--- src/rtl/nfc_seq_pkg.sv ---
// Package: shared phase and byte-kind encodings for the NAND access sequencer.
// Assumes a 2-bit kind field; kind 2'b11 is treated as data.
package nfc_seq_pkg;
    typedef enum logic [1:0] {
        PH_IDLE   = 2'd0,
        PH_SETUP  = 2'd1,
        PH_STROBE = 2'd2,
        PH_HOLD   = 2'd3
    } phase_e;

    localparam logic [1:0] KIND_DATA = 2'b00;
    localparam logic [1:0] KIND_CMD  = 2'b01;
    localparam logic [1:0] KIND_ADDR = 2'b10;
endpackage

--- src/rtl/nfc_phase_ctrl.sv ---
// Module: phase controller. Accepts a request when idle, latches the timing
// fields, and steps through setup, strobe and hold with one shared counter.
// The strobe is held at its minimum count while the device reports busy.
// Assumes cfg values are meaningful only at the acceptance edge.
module nfc_phase_ctrl
    import nfc_seq_pkg::*;
#(
    parameter int CW = 8
) (
    input  logic          clk,
    input  logic          rst_n,
    input  logic          req_valid,
    input  logic [CW-1:0] cfg_setup,
    input  logic [CW-1:0] cfg_wait,
    input  logic [CW-1:0] cfg_hold,
    input  logic          rdy_n,
    output phase_e        phase,
    output logic          accept,
    output logic          strobe_exit,
    output logic          done
);
    phase_e        phase_q;
    logic [CW-1:0] cnt_q;
    logic [CW-1:0] setup_q;
    logic [CW-1:0] wait_q;
    logic [CW-1:0] hold_last_q;
    logic          done_q;

    // Decode acceptance and strobe completion from the current phase.
    always_comb begin
        accept      = req_valid && (phase_q == PH_IDLE);
        strobe_exit = (phase_q == PH_STROBE) && (cnt_q == wait_q) && rdy_n;
    end

    // Phase sequencing, per-phase counting and done pulse generation.
    always_ff @(posedge clk) begin
        if (!rst_n) begin
            phase_q     <= PH_IDLE;
            cnt_q       <= '0;
            setup_q     <= '0;
            wait_q      <= '0;
            hold_last_q <= '0;
            done_q      <= 1'b0;
        end else begin
            done_q <= 1'b0;
            case (phase_q)
                PH_IDLE: begin
                    if (accept) begin
                        phase_q     <= PH_SETUP;
                        cnt_q       <= '0;
                        setup_q     <= cfg_setup;
                        wait_q      <= cfg_wait;
                        hold_last_q <= (cfg_hold == '0) ? '0 : cfg_hold - 1'b1;
                    end
                end
                PH_SETUP: begin
                    if (cnt_q == setup_q) begin
                        phase_q <= PH_STROBE;
                        cnt_q   <= '0;
                    end else begin
                        cnt_q <= cnt_q + 1'b1;
                    end
                end
                PH_STROBE: begin
                    if (cnt_q == wait_q) begin
                        if (rdy_n) begin
                            phase_q <= PH_HOLD;
                            cnt_q   <= '0;
                        end
                    end else begin
                        cnt_q <= cnt_q + 1'b1;
                    end
                end
                PH_HOLD: begin
                    if (cnt_q == hold_last_q) begin
                        phase_q <= PH_IDLE;
                        cnt_q   <= '0;
                        done_q  <= 1'b1;
                    end else begin
                        cnt_q <= cnt_q + 1'b1;
                    end
                end
                default: phase_q <= PH_IDLE;
            endcase
        end
    end

    assign phase = phase_q;
    assign done  = done_q;

    AST_ACCEPT_SETUP: assert property (@(posedge clk) disable iff (!rst_n)
        accept |=> (phase_q == PH_SETUP));
    AST_STROBE_BOUND: assert property (@(posedge clk) disable iff (!rst_n)
        (phase_q == PH_STROBE) |-> (cnt_q <= wait_q));
    AST_BUSY_STRETCH: assert property (@(posedge clk) disable iff (!rst_n)
        (phase_q == PH_STROBE && cnt_q == wait_q && !rdy_n) |=> (phase_q == PH_STROBE));
    AST_DONE_PULSE: assert property (@(posedge clk) disable iff (!rst_n)
        done_q |=> !done_q);
endmodule

--- src/rtl/nfc_bus_drive.sv ---
// Module: pin driver. Latches the request byte, kind and direction at
// acceptance, derives the latch lines and strobes from the phase, and
// releases the data bus on writes until the turnaround count has elapsed.
// Assumes the phase input comes from nfc_phase_ctrl.
module nfc_bus_drive
    import nfc_seq_pkg::*;
#(
    parameter int DW = 8,
    parameter int CW = 8
) (
    input  logic          clk,
    input  logic          rst_n,
    input  logic          accept,
    input  phase_e        phase,
    input  logic          req_write,
    input  logic [1:0]    req_kind,
    input  logic [DW-1:0] req_byte,
    input  logic [CW-1:0] cfg_hiz,
    output logic          is_write,
    output logic          rd_n,
    output logic          wr_n,
    output logic          ale,
    output logic          cle,
    output logic [DW-1:0] dq_out,
    output logic          dq_oe
);
    logic          wr_q;
    logic [1:0]    kind_q;
    logic [DW-1:0] byte_q;
    logic [CW-1:0] hiz_q;
    logic [CW-1:0] elapsed_q;
    logic          active;

    // Request fields captured at acceptance; command and address force a write.
    always_ff @(posedge clk) begin
        if (!rst_n) begin
            wr_q   <= 1'b0;
            kind_q <= KIND_DATA;
            byte_q <= '0;
            hiz_q  <= '0;
        end else if (accept) begin
            wr_q   <= req_write || (req_kind == KIND_CMD) || (req_kind == KIND_ADDR);
            kind_q <= req_kind;
            byte_q <= req_byte;
            hiz_q  <= cfg_hiz;
        end
    end

    // Saturating count of cycles elapsed since the access started.
    always_ff @(posedge clk) begin
        if (!rst_n) begin
            elapsed_q <= '0;
        end else if (accept) begin
            elapsed_q <= '0;
        end else if (active && (elapsed_q != '1)) begin
            elapsed_q <= elapsed_q + 1'b1;
        end
    end

    // Pin levels decoded from the phase and the latched request.
    always_comb begin
        active   = (phase != PH_IDLE);
        is_write = wr_q;
        rd_n     = !((phase == PH_STROBE) && !wr_q);
        wr_n     = !((phase == PH_STROBE) && wr_q);
        ale      = active && (kind_q == KIND_ADDR);
        cle      = active && (kind_q == KIND_CMD);
        dq_out   = byte_q;
        dq_oe    = active && wr_q && (elapsed_q >= hiz_q);
    end

    AST_ONE_STROBE: assert property (@(posedge clk) disable iff (!rst_n)
        !(!rd_n && !wr_n));
    AST_LATCH_EXCL: assert property (@(posedge clk) disable iff (!rst_n)
        !(ale && cle));
    AST_NO_READ_DRIVE: assert property (@(posedge clk) disable iff (!rst_n)
        dq_oe |-> (wr_q && active));
    AST_LINES_STABLE: assert property (@(posedge clk) disable iff (!rst_n)
        (active && $past(active)) |-> $stable({ale, cle, dq_out}));
endmodule

--- src/rtl/nfc_read_capture.sv ---
// Module: read capture register. Samples the bus on the edge that ends a
// read strobe and holds the byte until the next read capture.
// Assumes strobe_exit marks the final strobe cycle.
module nfc_read_capture #(
    parameter int DW = 8
) (
    input  logic          clk,
    input  logic          rst_n,
    input  logic          strobe_exit,
    input  logic          is_write,
    input  logic [DW-1:0] dq_in,
    output logic [DW-1:0] rd_data
);
    logic          cap_en;
    logic [DW-1:0] data_q;

    // Capture only at the end of a read strobe.
    always_comb cap_en = strobe_exit && !is_write;

    // Hold the most recently read byte.
    always_ff @(posedge clk) begin
        if (!rst_n) begin
            data_q <= '0;
        end else if (cap_en) begin
            data_q <= dq_in;
        end
    end

    assign rd_data = data_q;

    AST_RD_HELD: assert property (@(posedge clk) disable iff (!rst_n)
        !cap_en |=> $stable(data_q));
endmodule

--- src/rtl/nand_access_seq.sv ---
// Module: top of the NAND access sequencer. Wires the phase controller,
// pin driver and read capture together. Assumes the pad merges dq_out,
// dq_oe and dq_in into one bidirectional bus.
module nand_access_seq
    import nfc_seq_pkg::*;
#(
    parameter int DW = 8,
    parameter int CW = 8
) (
    input  logic          clk,
    input  logic          rst_n,
    input  logic          req_valid,
    input  logic          req_write,
    input  logic [1:0]    req_kind,
    input  logic [DW-1:0] req_byte,
    input  logic [CW-1:0] cfg_setup,
    input  logic [CW-1:0] cfg_wait,
    input  logic [CW-1:0] cfg_hold,
    input  logic [CW-1:0] cfg_hiz,
    output logic          busy,
    output logic          done,
    output logic [DW-1:0] rd_data,
    output logic          rd_n,
    output logic          wr_n,
    output logic          ale,
    output logic          cle,
    output logic [DW-1:0] dq_out,
    output logic          dq_oe,
    input  logic [DW-1:0] dq_in,
    input  logic          rdy_n
);
    phase_e phase;
    logic   accept;
    logic   strobe_exit;
    logic   is_write;

    nfc_phase_ctrl #(.CW(CW)) ctrl_i (
        .clk         (clk),
        .rst_n       (rst_n),
        .req_valid   (req_valid),
        .cfg_setup   (cfg_setup),
        .cfg_wait    (cfg_wait),
        .cfg_hold    (cfg_hold),
        .rdy_n       (rdy_n),
        .phase       (phase),
        .accept      (accept),
        .strobe_exit (strobe_exit),
        .done        (done)
    );

    nfc_bus_drive #(.DW(DW), .CW(CW)) drive_i (
        .clk       (clk),
        .rst_n     (rst_n),
        .accept    (accept),
        .phase     (phase),
        .req_write (req_write),
        .req_kind  (req_kind),
        .req_byte  (req_byte),
        .cfg_hiz   (cfg_hiz),
        .is_write  (is_write),
        .rd_n      (rd_n),
        .wr_n      (wr_n),
        .ale       (ale),
        .cle       (cle),
        .dq_out    (dq_out),
        .dq_oe     (dq_oe)
    );

    nfc_read_capture #(.DW(DW)) cap_i (
        .clk         (clk),
        .rst_n       (rst_n),
        .strobe_exit (strobe_exit),
        .is_write    (is_write),
        .dq_in       (dq_in),
        .rd_data     (rd_data)
    );

    // Busy covers every non-idle phase.
    always_comb busy = (phase != PH_IDLE);

    AST_DONE_NOT_BUSY: assert property (@(posedge clk) disable iff (!rst_n)
        done |-> !busy);
endmodule

--- config.mk ---
export PLATFORM = sky130hd
export DESIGN_NAME = nand_access_seq
export DESIGN_NICKNAME = d
export VERILOG_FILES = /design/src/rtl/nfc_seq_pkg.sv /design/src/rtl/nfc_phase_ctrl.sv /design/src/rtl/nfc_bus_drive.sv /design/src/rtl/nfc_read_capture.sv /design/src/rtl/nand_access_seq.sv
export SDC_FILE = /design/constraint.sdc
export NUM_CORES = 1
export LEC_CHECK = 0
export BUFFER_PORTS_ARGS = -buffer_cell sky130_fd_sc_hd__buf_2
export CORE_UTILIZATION = 58
export CTS_CLUSTER_DIAMETER = 120
export DETAILED_ROUTE_END_ITERATION = 10
export PLACE_DENSITY = 0.94
export RECOVER_POWER = 25
export SLEW_MARGIN = 20
export SYNTH_ARGS = -nofsm -noshare
export SYNTH_HDL_FRONTEND = slang
export SYNTH_SLANG_ARGS = --single-unit
--- constraint.sdc ---
create_clock -name clk -period 6.05 [get_ports clk]
set_clock_uncertainty 0.15 [all_clocks]
set_input_delay 1.815 -clock clk [delete_from_list [all_inputs] [get_ports clk]]
set_output_delay 1.815 -clock clk [all_outputs]
set_load 0.02 [all_outputs]
==> flow_summary_export.csv, run 1 <==
group,metric,value,unit
clocking,clk_latency,0.34,ns
clocking,clockBufferDepth,2,
floorplan,row_count,27,
clocking,cts_tree,"done",
sta,grt_setup_unrepaired,"false",
pwr,ir_drop,0.000207,V
setup_path,rrSetupSlack,3.72,ns
grt,antenna_found_initial,0,
route,drcViolationCount,0,
clocking,path_clk_slew,0.07,ns
sta,relSlewSlack,-18.0,%
floorplan,die_area,6260,um2
grt,grt_use_total,24.1,%
pwr,seqPwrFrac,39.9,%
synthesis,synth.most_common_cell,"nand2_1",
synthesis,ys_seq_elements,70,
place,place_area,3840,um2
pwr,pwr-share-comb,30.4,%
worst_hold_path,holdCritStartpoint,"drive_i.dq_out[1]",
sta,setup_viol_count_final,0,
synthesis,synth_ff_type,"dfxtp_1",
grt,grt_max_degree,52,
clocking,ctsResizeCount,0,
worst_hold_path,hold-path-cell-count,2,
sta,hold_viol,0,
final_layout,stdcell_area,4060,um2
route,drtAntennaViolNets,0,
setup_path,path_class,"flip-flop to output pin",
final_layout,fin_nets,537,
clocking,cts_hold_buf,0,
synthesis,synth_commonest_cells,"90 x nand2_1, 70 x dfxtp_1, 34 x a21boi_0",
synthesis,syn_area_per_cell,8.69,um2
worst_hold_path,hold_class,"flip-flop to flip-flop",
route,wl,7190,um
synthesis,yosysTopAreaCell,"dfxtp_1",
floorplan,initial_core_util,61.5,%
place,hpwl,5200,um
sta,final_max_slew_viol_count,52,
clocking,postCtsSetupBuffers,0,
synthesis,synth_edf_count,0,
clocking,cts-root-buf,"clkbuf_8",
setup_path,arrival,2.26,ns
final_layout,instances_no_fill,543,
synthesis,synth.distinct_cells,42,
route,viasPerCell,5.23,
synthesis,ys_seq_area_share,40.6,%
setup_path,critPathMaxFanout,4,
run_status,status,"finished, violations left",
place,io_buffer_count,77,
clocking,ctsHtreeMaxLevel,3,
setup_path,cp.required,4.09,ns
final_layout,diodes,0,
pwr,leakage,0.00163,uW
sta,tns,0,ns
sta,max_freq,0.237,GHz
final_layout,syn_to_final_growth,17.7,%
flow_run,drv_cap,1,
setup_path,worstReg2RegStart,"ctrl_i.phase[0]",
clocking,cts_buffers,9,
final_layout,drive_gt1_share,20.4,%
floorplan,dieHeight,79.1,um
synthesis,syn-instance-count,397,
sta,post-route-min-period,4.22,ns
synthesis,synthArstFlopShare,0,%
synthesis,yosys_warnings,0,
pwr,swShare,33.8,%
pwr,p_switching,495,uW
synthesis,synth_top_area_share,40.6,%
final_layout,n_fill_cell,448,
synthesis,synth_area,3450,um2
route,dr.pass1.iters,4,
clocking,clock-sinks,70,
grt,grt_pass1_vias,2664,
grt,gr-total-overflow,0,
floorplan,core_area,5610,um2
sta,period_share,69.8,%
pwr,clockPowerShare,29.8,%
pwr,internal_power,969,uW
route,drtIter0Drc,136,
synthesis,synth_area_leaders,"dfxtp_1 41%, nand2_1 9.8%, a21boi_0 7.4%",
floorplan,die_w,79.1,um
place,dp.cells,527,
setup_path,r2r-end,"ctrl_i.hold_last_q[1]",
worst_hold_path,min_to,"drive_i.dq_out[1]",
setup_path,endpoint_kind,"output pin",
final_layout,fin_util,72.4,%
setup_path,reg2regPathDepth,6,
place,gp_routability_congestion,0.882,
synthesis,synth_nets,468,
grt,grt_pass1_wl,11700,um
sta,worst_pin_slew,1.77,ns
run_status,violations,"max-capacitance violations, max-slew violations",
route,via_count,2841,
pwr,power.density,360,nW/um2
setup_path,worstSetupStartpoint,"drive_i.elapsed_q[0]",
setup_path,startpoint_type,"flip-flop",
floorplan,io_pins,78,
route,wire_per_inst,13.2,um
## layer usage
metal / global-route usage [%] / wire length (um)
met4: 12.9 / 164
met3: 4.60 / 309
met2: 40.9 / 3550
met1: 28.7 / 3170
met5: 0 / 0
## how the worst max path moves through the flow
stage,end,slack [ns],depth (start not counted)
5_1_grt,dq_oe,1.71,9
2_1_floorplan,dq_oe,2.41,8
6_report,dq_oe,1.83,9
4_1_cts,dq_oe,1.82,9
3_3_place_gp,dq_oe,2.27,9
3_5_place_dp,dq_oe,2.20,9
## power by group through the flow
| stage | Clock (uW) | Sequential [uW] | Combinational [uW] |
|---|---|---|---|
| 2_1_floorplan | 0 | 590 | 324 |
| 4_1_cts | 441 | 583 | 448 |
| 3_3_place_gp | 0 | 588 | 424 |
| 6_report | 436 | 584 | 445 |
| 5_1_grt | 460 | 592 | 500 |
| 3_5_place_dp | 0 | 593 | 444 |
## registers in the layout (all words and copies together), names as in the netlist
| signal | flops |
|---|---|
| drive_i.dq_out | 8 |
| ctrl_i.wait_q | 8 |
| ctrl_i.hold_last_q | 8 |
| ctrl_i.done | 1 |
| ctrl_i.phase | 2 |
| cap_i.rd_data | 8 |
| drive_i.hiz_q | 8 |
| ctrl_i.cnt_q | 8 |
| drive_i.is_write | 1 |
| drive_i.elapsed_q | 8 |
| drive_i.kind_q | 2 |
| ctrl_i.setup_q | 8 |
## layout make-up
type | count | area [um2] | share of cell area, %
Multi-Input combinational cell | 292 | 1890 | 46.6
Clock buffer | 13 | 169 | 4.16
Sequential cell | 70 | 1400 | 34.5
Timing Repair Buffer | 79 | 392 | 9.64
Clock inverter | 3 | 65.1 | 1.60
Tap cell | 72 | 90.1 | 2.22
Inverter | 14 | 52.6 | 1.29
## cells by family (layout without fill, tap and decap cells)
group / Yosys count / in the layout / share of synthesized area, %
compound gates: 61 / 61 / 12.2
mux: 11 / 11 / 3.19
buf+inv: 35 / 109 / 4.53
flops: 70 / 70 / 40.6
xor+xnor: 43 / 43 / 11.6
simple gates: 161 / 161 / 22.1
fa+ha+maj: 16 / 16 / 5.80
## cells in the final DEF (no fill, tap or decap), drive strengths merged
master	netlist	final
nand2	91	91
buf	5	72
dfxtp	70	70
a21boi	34	34
xnor2	32	32
clkbuf	16	20
nor2	19	19
ha	16	16
o21ai	16	16
inv	14	14
mux2i	11	11
xor2	11	11
nand4	10	10
nor2b	8	8
nor3	5	5
and3	5	5
nand2b	4	4
nand3	4	4
and2	4	4
nor3b	2	2
a21o	2	2
nor4b	2	2
o21a	2	2
or3	2	2
a21oi	2	2
bufinv	0	2
nor4	2	2
a211oi	1	1
and4	1	1
nand3b	1	1
nand4bb	1	1
o41a	1	1
o31ai	1	1
a31oi	1	1
o31a	1	1
clkinv	0	1
## stage by stage
step	hold slack [ns]	power [uW]	worst slack [ns]
3_5_place_dp	0.305	1040	2.20
6_report	0.315	1460	1.83
5_1_grt	0.353	1550	1.71
4_1_cts	0.314	1470	1.82
2_1_floorplan	0.293	915	2.41
3_3_place_gp	0.299	1010	2.27
## critical path: stages (launching register included)
cell      delay, ns
dfxtp_1        0.42
inv_1          0.07
ha_1           0.28
nand2b_1       0.15
a21o_1         0.18
a21o_1         0.17
a211oi_1       0.20
o21ai_0        0.10
and4_1         0.19
buf_2          0.15
No activity file was read; power rests on OpenSTA's default activity.
==> run 2, diff against run 1 <==
--- a/config.mk
+++ b/config.mk
@@ -6,10 +6,10 @@
 export NUM_CORES = 1
 export LEC_CHECK = 0
 export BUFFER_PORTS_ARGS = -buffer_cell sky130_fd_sc_hd__buf_2
-export CORE_UTILIZATION = 58
+export CORE_UTILIZATION = 54
 export CTS_CLUSTER_DIAMETER = 120
 export DETAILED_ROUTE_END_ITERATION = 10
-export PLACE_DENSITY = 0.94
+export PLACE_DENSITY = 0.89
 export RECOVER_POWER = 25
 export SLEW_MARGIN = 20
 export SYNTH_ARGS = -nofsm -noshare
==> constraint.sdc (replaced) <==
create_clock -name clk -period 4.4 [get_ports clk]
set_clock_uncertainty 0.15 [all_clocks]
set_input_delay 1.32 -clock clk [delete_from_list [all_inputs] [get_ports clk]]
set_output_delay 1.32 -clock clk [all_outputs]
set_load 0.02 [all_outputs]
==> run 2 against run 1 <==
Register-to-register slack got worse by 1.6 ns. Non-clock buffer count up 1. Worst hold slack lost 0.0013 ns. Largest power group unchanged. The run now ends clean.
==> flow_summary_export.csv, run 2 (synthesis gave the netlist of run 1 again) <==
group,metric,value,unit
run_status,status,"finished clean",
clocking,cts_tree,"done",
clocking,clock-sinks,70,
grt,grtUsageMet3,5.22,%
grt,grt_pass1_vias,2621,
grt,top_usage_layer,"met2",
clocking,ctsResizeCount,0,
route,via_count,2817,
clocking,path_clk_slew,0.06,ns
setup_path,startpoint_type,"flip-flop",
floorplan,dieHeight,81.9,um
clocking,cts_hold_buf,0,
worst_hold_path,hold_class,"flip-flop to flip-flop",
pwr,clockPowerShare,24.2,%
clocking,postCtsSetupBuffers,0,
place,hpwl,5240,um
clocking,clockBufferDepth,2,
setup_path,crit_family,"compound AO/OA/AOI/OAI gates",
pwr,pwr-share-comb,32.8,%
sta,final_max_slew_viol_count,0,
pwr,swShare,35.7,%
sta,fin_ws,0.725,ns
route,dr.pass1.iters,5,
setup_path,cpMaxStageDelayCell,"dfxtp_1",
clocking,cts-root-buf,"clkbuf_8",
floorplan,core_area,6030,um2
floorplan,die_w,81.9,um
setup_path,max_stage_delay,0.38,ns
floorplan,die_area,6710,um2
grt,grt_use_total,22.3,%
route,viasPerCell,5.16,
place,gp_routability_congestion,0.875,
setup_path,cp_common_cell,"a21o_1",
final_layout,stdcell_area,4000,um2
final_layout,syn_to_final_growth,15.8,%
sta,holdWs,0.313,ns
sta,period_share,83.5,%
floorplan,io_pins,78,
setup_path,critical_path_buf_inv_count,2,
clocking,clk_latency,0.33,ns
sta,hold_viol,0,
sta,grt_setup_unrepaired,"false",
place,place_area,3850,um2
pwr,leakage,0.00157,uW
grt,grt_pass1_wl,11300,um
final_layout,fin_nets,538,
sta,post-route-min-period,3.68,ns
place,place_ws,1.07,ns
grt,grt_use_met2,38.4,%
route,drtAntennaViolNets,0,
sta,max_freq,0.272,GHz
route,wire_per_inst,12.8,um
grt,gr-total-overflow,0,
floorplan,row_count,28,
sta,worst_pin_slew,1.41,ns
grt,grt_max_degree,38,
setup_path,endpoint_kind,"output pin",
setup_path,critPathMaxFanout,4,
route,drtIter0Drc,95,
route,wl,6980,um
setup_path,arrival,2.21,ns
clocking,cts_buffers,9,
final_layout,final_cell_mix,"90 x nand2_1, 70 x dfxtp_1, 62 x buf_2",
sta,relSlewSlack,5.86,%
final_layout,n_fill_cell,549,
grt,grt_use_met1,26.7,%
pwr,power.density,466,nW/um2
floorplan,initial_core_util,57.3,%
pwr,p_switching,664,uW
pwr,ir_drop,0.000287,V
grt,antenna_found_initial,0,
setup_path,crit_chain,"inv_1 -> ha_1 -> nand2b_1 -> a21o_1 -> a21o_1 -> a211oi_1 -> o21ai_0 -> and4_1 -> buf_2",
final_layout,layout_commonest_cell,"nand2_1",
final_layout,diodes,0,
final_layout,drive_gt1_share,18.3,%
flow_run,drv_cap,0,
setup_path,path_class,"flip-flop to output pin",
clocking,ctsHtreeMaxLevel,3,
pwr,internal_power,1200,uW
sta,tns,0,ns
route,drcViolationCount,0,
pwr,seqPwrFrac,43.0,%
setup_path,cp.required,2.93,ns
place,io_buffer_count,77,
sta,setup_viol_count_final,0,
-- run 2: cell count changes in the layout (fill, tap and decap cells not counted), sizes merged --
| cell | delta |
|---|---|
| buf | -7 |
| clkbuf | +9 |
| bufinv | -2 |
-- run 2: layout make-up --
class	count	area (um2)	share of cell area, %
clock buffers	14	163	4.07
flip-flops and latches	70	1400	35.1
multi-input cells	292	1890	47.4
well taps	75	93.8	2.35
inverters	14	52.6	1.31
repair buffers	80	389	9.73
clock inverters	1	5.00	0.125
-- run 2: stage by stage --
step,std cells,total power [uW],util [%]
6_report,546,1860,66.3
5_1_grt,546,1990,66.3
4_1_cts,546,1880,66.7
3_5_place_dp,531,1430,63.9
3_3_place_gp,531,1400,63.9
2_1_floorplan,397,1260,-
-- run 2: worst register-to-register path, delay by kind of cell (launching register included) --
kind / cells / cell delay, ns
buffers and inverters: 1 / 0.08
flip-flops: 1 / 0.39
AND/OR/NAND/NOR: 2 / 1.05
AO/OA/AOI/OAI: 1 / 0.24
adder cells (fa/ha/maj): 1 / 0.32
-- run 2: worst paths after layout --
path                        start                    to  slack, ns  cells after the start
max          drive_i.elapsed_q[0]                 dq_oe       0.72                      9
min             drive_i.dq_out[7]     drive_i.dq_out[7]       0.31                      2
max reg2reg       ctrl_i.phase[0]  drive_i.elapsed_q[5]       2.08                      5
min reg2reg     drive_i.dq_out[7]     drive_i.dq_out[7]       0.31                      2
-- run 2: routing by layer --
| layer | routed length (um) | share of wire (%) | vias up |
|---|---|---|---|
| li1 | - | - | 1449 |
| met1 | 3210 | 46 | 1290 |
| met2 | 3370 | 48 | 71 |
| met3 | 327 | 4.7 | 7 |
| met4 | 72 | 1.0 | 0 |
| met5 | 0 | 0 | - |
-- run 2: power groups by stage --
stage	clock network [uW]	logic, uW	registers, uW
floorplan	0	446	811
global placement	0	592	808
detailed placement	0	617	815
CTS	461	620	801
global route	489	683	814
finish	450	611	801
==> run 3, diff against run 2 <==
==> constraint.sdc (replaced) <==
create_clock -name clk -period 3.7 [get_ports clk]
set_clock_uncertainty 0.15 [all_clocks]
set_input_delay 1.11 -clock clk [delete_from_list [all_inputs] [get_ports clk]]
set_output_delay 1.11 -clock clk [all_outputs]
set_load 0.02 [all_outputs]
==> run 3 against run 2 <==
Register-to-register slack lost 0.66 ns. Critical path depth is the same. Core utilization rose by 0.25 points. Die area unchanged. Sequential power rose by 19%. Critical path type unchanged. Routed wire length is 1.4% higher. Via count up 0.35%. Cell count up 0.18%. Worst hold slack lost 0.0026 ns. Power increased by 22%. Non-clock buffer count increased by 1.
==> flow_summary_export.csv, run 3 (synthesis gave the netlist of run 1 again) <==
group,metric,value,unit
run_status,status,"finished clean",
floorplan,row_count,28,
floorplan,die_area,6710,um2
clocking,cts-root-buf,"clkbuf_8",
sta,fin_ws,0.239,ns
sta,worst_pin_slew,1.16,ns
sta,hold_viol,0,
grt,grt_use_total,23.5,%
sta,setup_viol_count_final,0,
grt,grt_pass1_wl,11800,um
clocking,cts_buffers,9,
setup_path,reg2regPathDepth,6,
floorplan,io_pins,78,
setup_path,endpoint_kind,"output pin",
clocking,path_clk_slew,0.06,ns
route,wl,7080,um
clocking,cts_hold_buf,0,
place,io_buffer_count,77,
grt,grt_max_degree,29,
pwr,ir_drop,0.000421,V
setup_path,arrival,2.20,ns
setup_path,startpoint_type,"flip-flop",
route,via_count,2827,
setup_path,worstReg2RegStart,"ctrl_i.phase[0]",
clocking,clockBufferDepth,2,
final_layout,final_cell_mix,"90 x nand2_1, 70 x dfxtp_1, 59 x buf_2",
clocking,clock-sinks,70,
final_layout,layout_commonest_cell,"nand2_1",
grt,antenna_found_initial,0,
floorplan,die_w,81.9,um
clocking,ctsHtreeMaxLevel,3,
final_layout,diodes,0,
sta,period_share,93.5,%
sta,post-route-min-period,3.46,ns
clocking,clk_latency,0.34,ns
final_layout,seqCellArea,1400,um2
place,place_area,3860,um2
sta,tns,0,ns
final_layout,instances_no_fill,547,
route,viasPerCell,5.17,
floorplan,initial_core_util,57.3,%
setup_path,r2r-end,"ctrl_i.hold_last_q[3]",
setup_path,path_class,"flip-flop to output pin",
sta,max_freq,0.289,GHz
clocking,ctsResizeCount,0,
worst_hold_path,hold_class,"flip-flop to flip-flop",
route,drcViolationCount,0,
clocking,cts_tree,"done",
floorplan,core_area,6030,um2
worst_hold_path,holdCritStartpoint,"drive_i.dq_out[7]",
pwr,power.density,565,nW/um2
pwr,leakage,0.00156,uW
clocking,postCtsSetupBuffers,0,
route,drtAntennaViolNets,0,
sta,grt_setup_unrepaired,"false",
place,hpwl,5330,um
sta,final_max_slew_viol_count,0,
final_layout,syn_to_final_growth,16.3,%
worst_hold_path,min_to,"drive_i.dq_out[7]",
setup_path,cp.required,2.44,ns
place,dp.cells,532,
setup_path,critPathMaxFanout,4,
route,wire_per_inst,12.9,um
final_layout,stdcell_area,4010,um2
place,place_ws,0.582,ns
floorplan,dieHeight,81.9,um
final_layout,fin_util,66.6,%
final_layout,drive_gt1_share,17.4,%
grt,gr-total-overflow,0,
final_layout,n_fill_cell,518,
final_layout,fin_nets,539,
route,drtIter0Drc,107,
worst_hold_path,hold-path-cell-count,2,
grt,grt_pass1_vias,2728,
final_layout,multi_input_area,1890,um2
setup_path,rrSetupSlack,1.42,ns
sta,relSlewSlack,22.4,%
flow_run,drv_cap,0,
place,gp_routability_congestion,0.874,
route,dr.pass1.iters,4,
==> run 3: report_power, final <==
part / internal, uW / switching (uW) / total, uW
Clock: 328 / 258 / 586
Sequential: 865 / 87.5 / 952
Combinational: 284 / 447 / 731
Total: 1480 / 793 / 2270
==> run 3: per-layer routing <==
metal | vias to the layer above | global-route usage, % | routed length, um
li1 | 1451 | - | -
met1 | 1287 | 27.1 | 3220
met2 | 74 | 39.7 | 3340
met3 | 15 | 5.22 | 341
met4 | 0 | 13.5 | 180
met5 | - | 0 | 0
==> run 3: cell type report <==
cell class / instances / area share [%]
Multi-Input combinational cell: 292 / 47.2
Timing Repair Buffer: 81 / 9.70
Sequential cell: 70 / 34.9
Tap cell: 75 / 2.34
Inverter: 14 / 1.31
Clock buffer: 14 / 3.80
Clock inverter: 1 / 0.748
==> run 3: worst max-delay path by stage <==
stage	cells past startpoint	end	from
6_report	9	dq_oe	drive_i.elapsed_q[0]
5_1_grt	9	dq_oe	drive_i.elapsed_q[0]
4_1_cts	9	dq_oe	drive_i.elapsed_q[0]
3_5_place_dp	9	dq_oe	drive_i.elapsed_q[0]
3_3_place_gp	9	dq_oe	drive_i.elapsed_q[0]
2_1_floorplan	8	dq_oe	drive_i.elapsed_q[0]
==> run 3: worst max-delay path: stages (launching register included) <==
cell,delay [ns]
dfxtp_1,0.38
inv_1,0.07
ha_1,0.28
nand2b_1,0.14
a21o_1,0.17
a21o_1,0.18
a211oi_1,0.21
o21ai_0,0.10
and4_1,0.18
buf_2,0.15
==> run 3: metrics by stage <==
stage          hold WS, ns  total power [uW]
4_1_cts              0.312              2300
5_1_grt              0.332              2430
6_report             0.311              2270
3_5_place_dp         0.303              1710
3_3_place_gp         0.297              1660
2_1_floorplan        0.293              1500
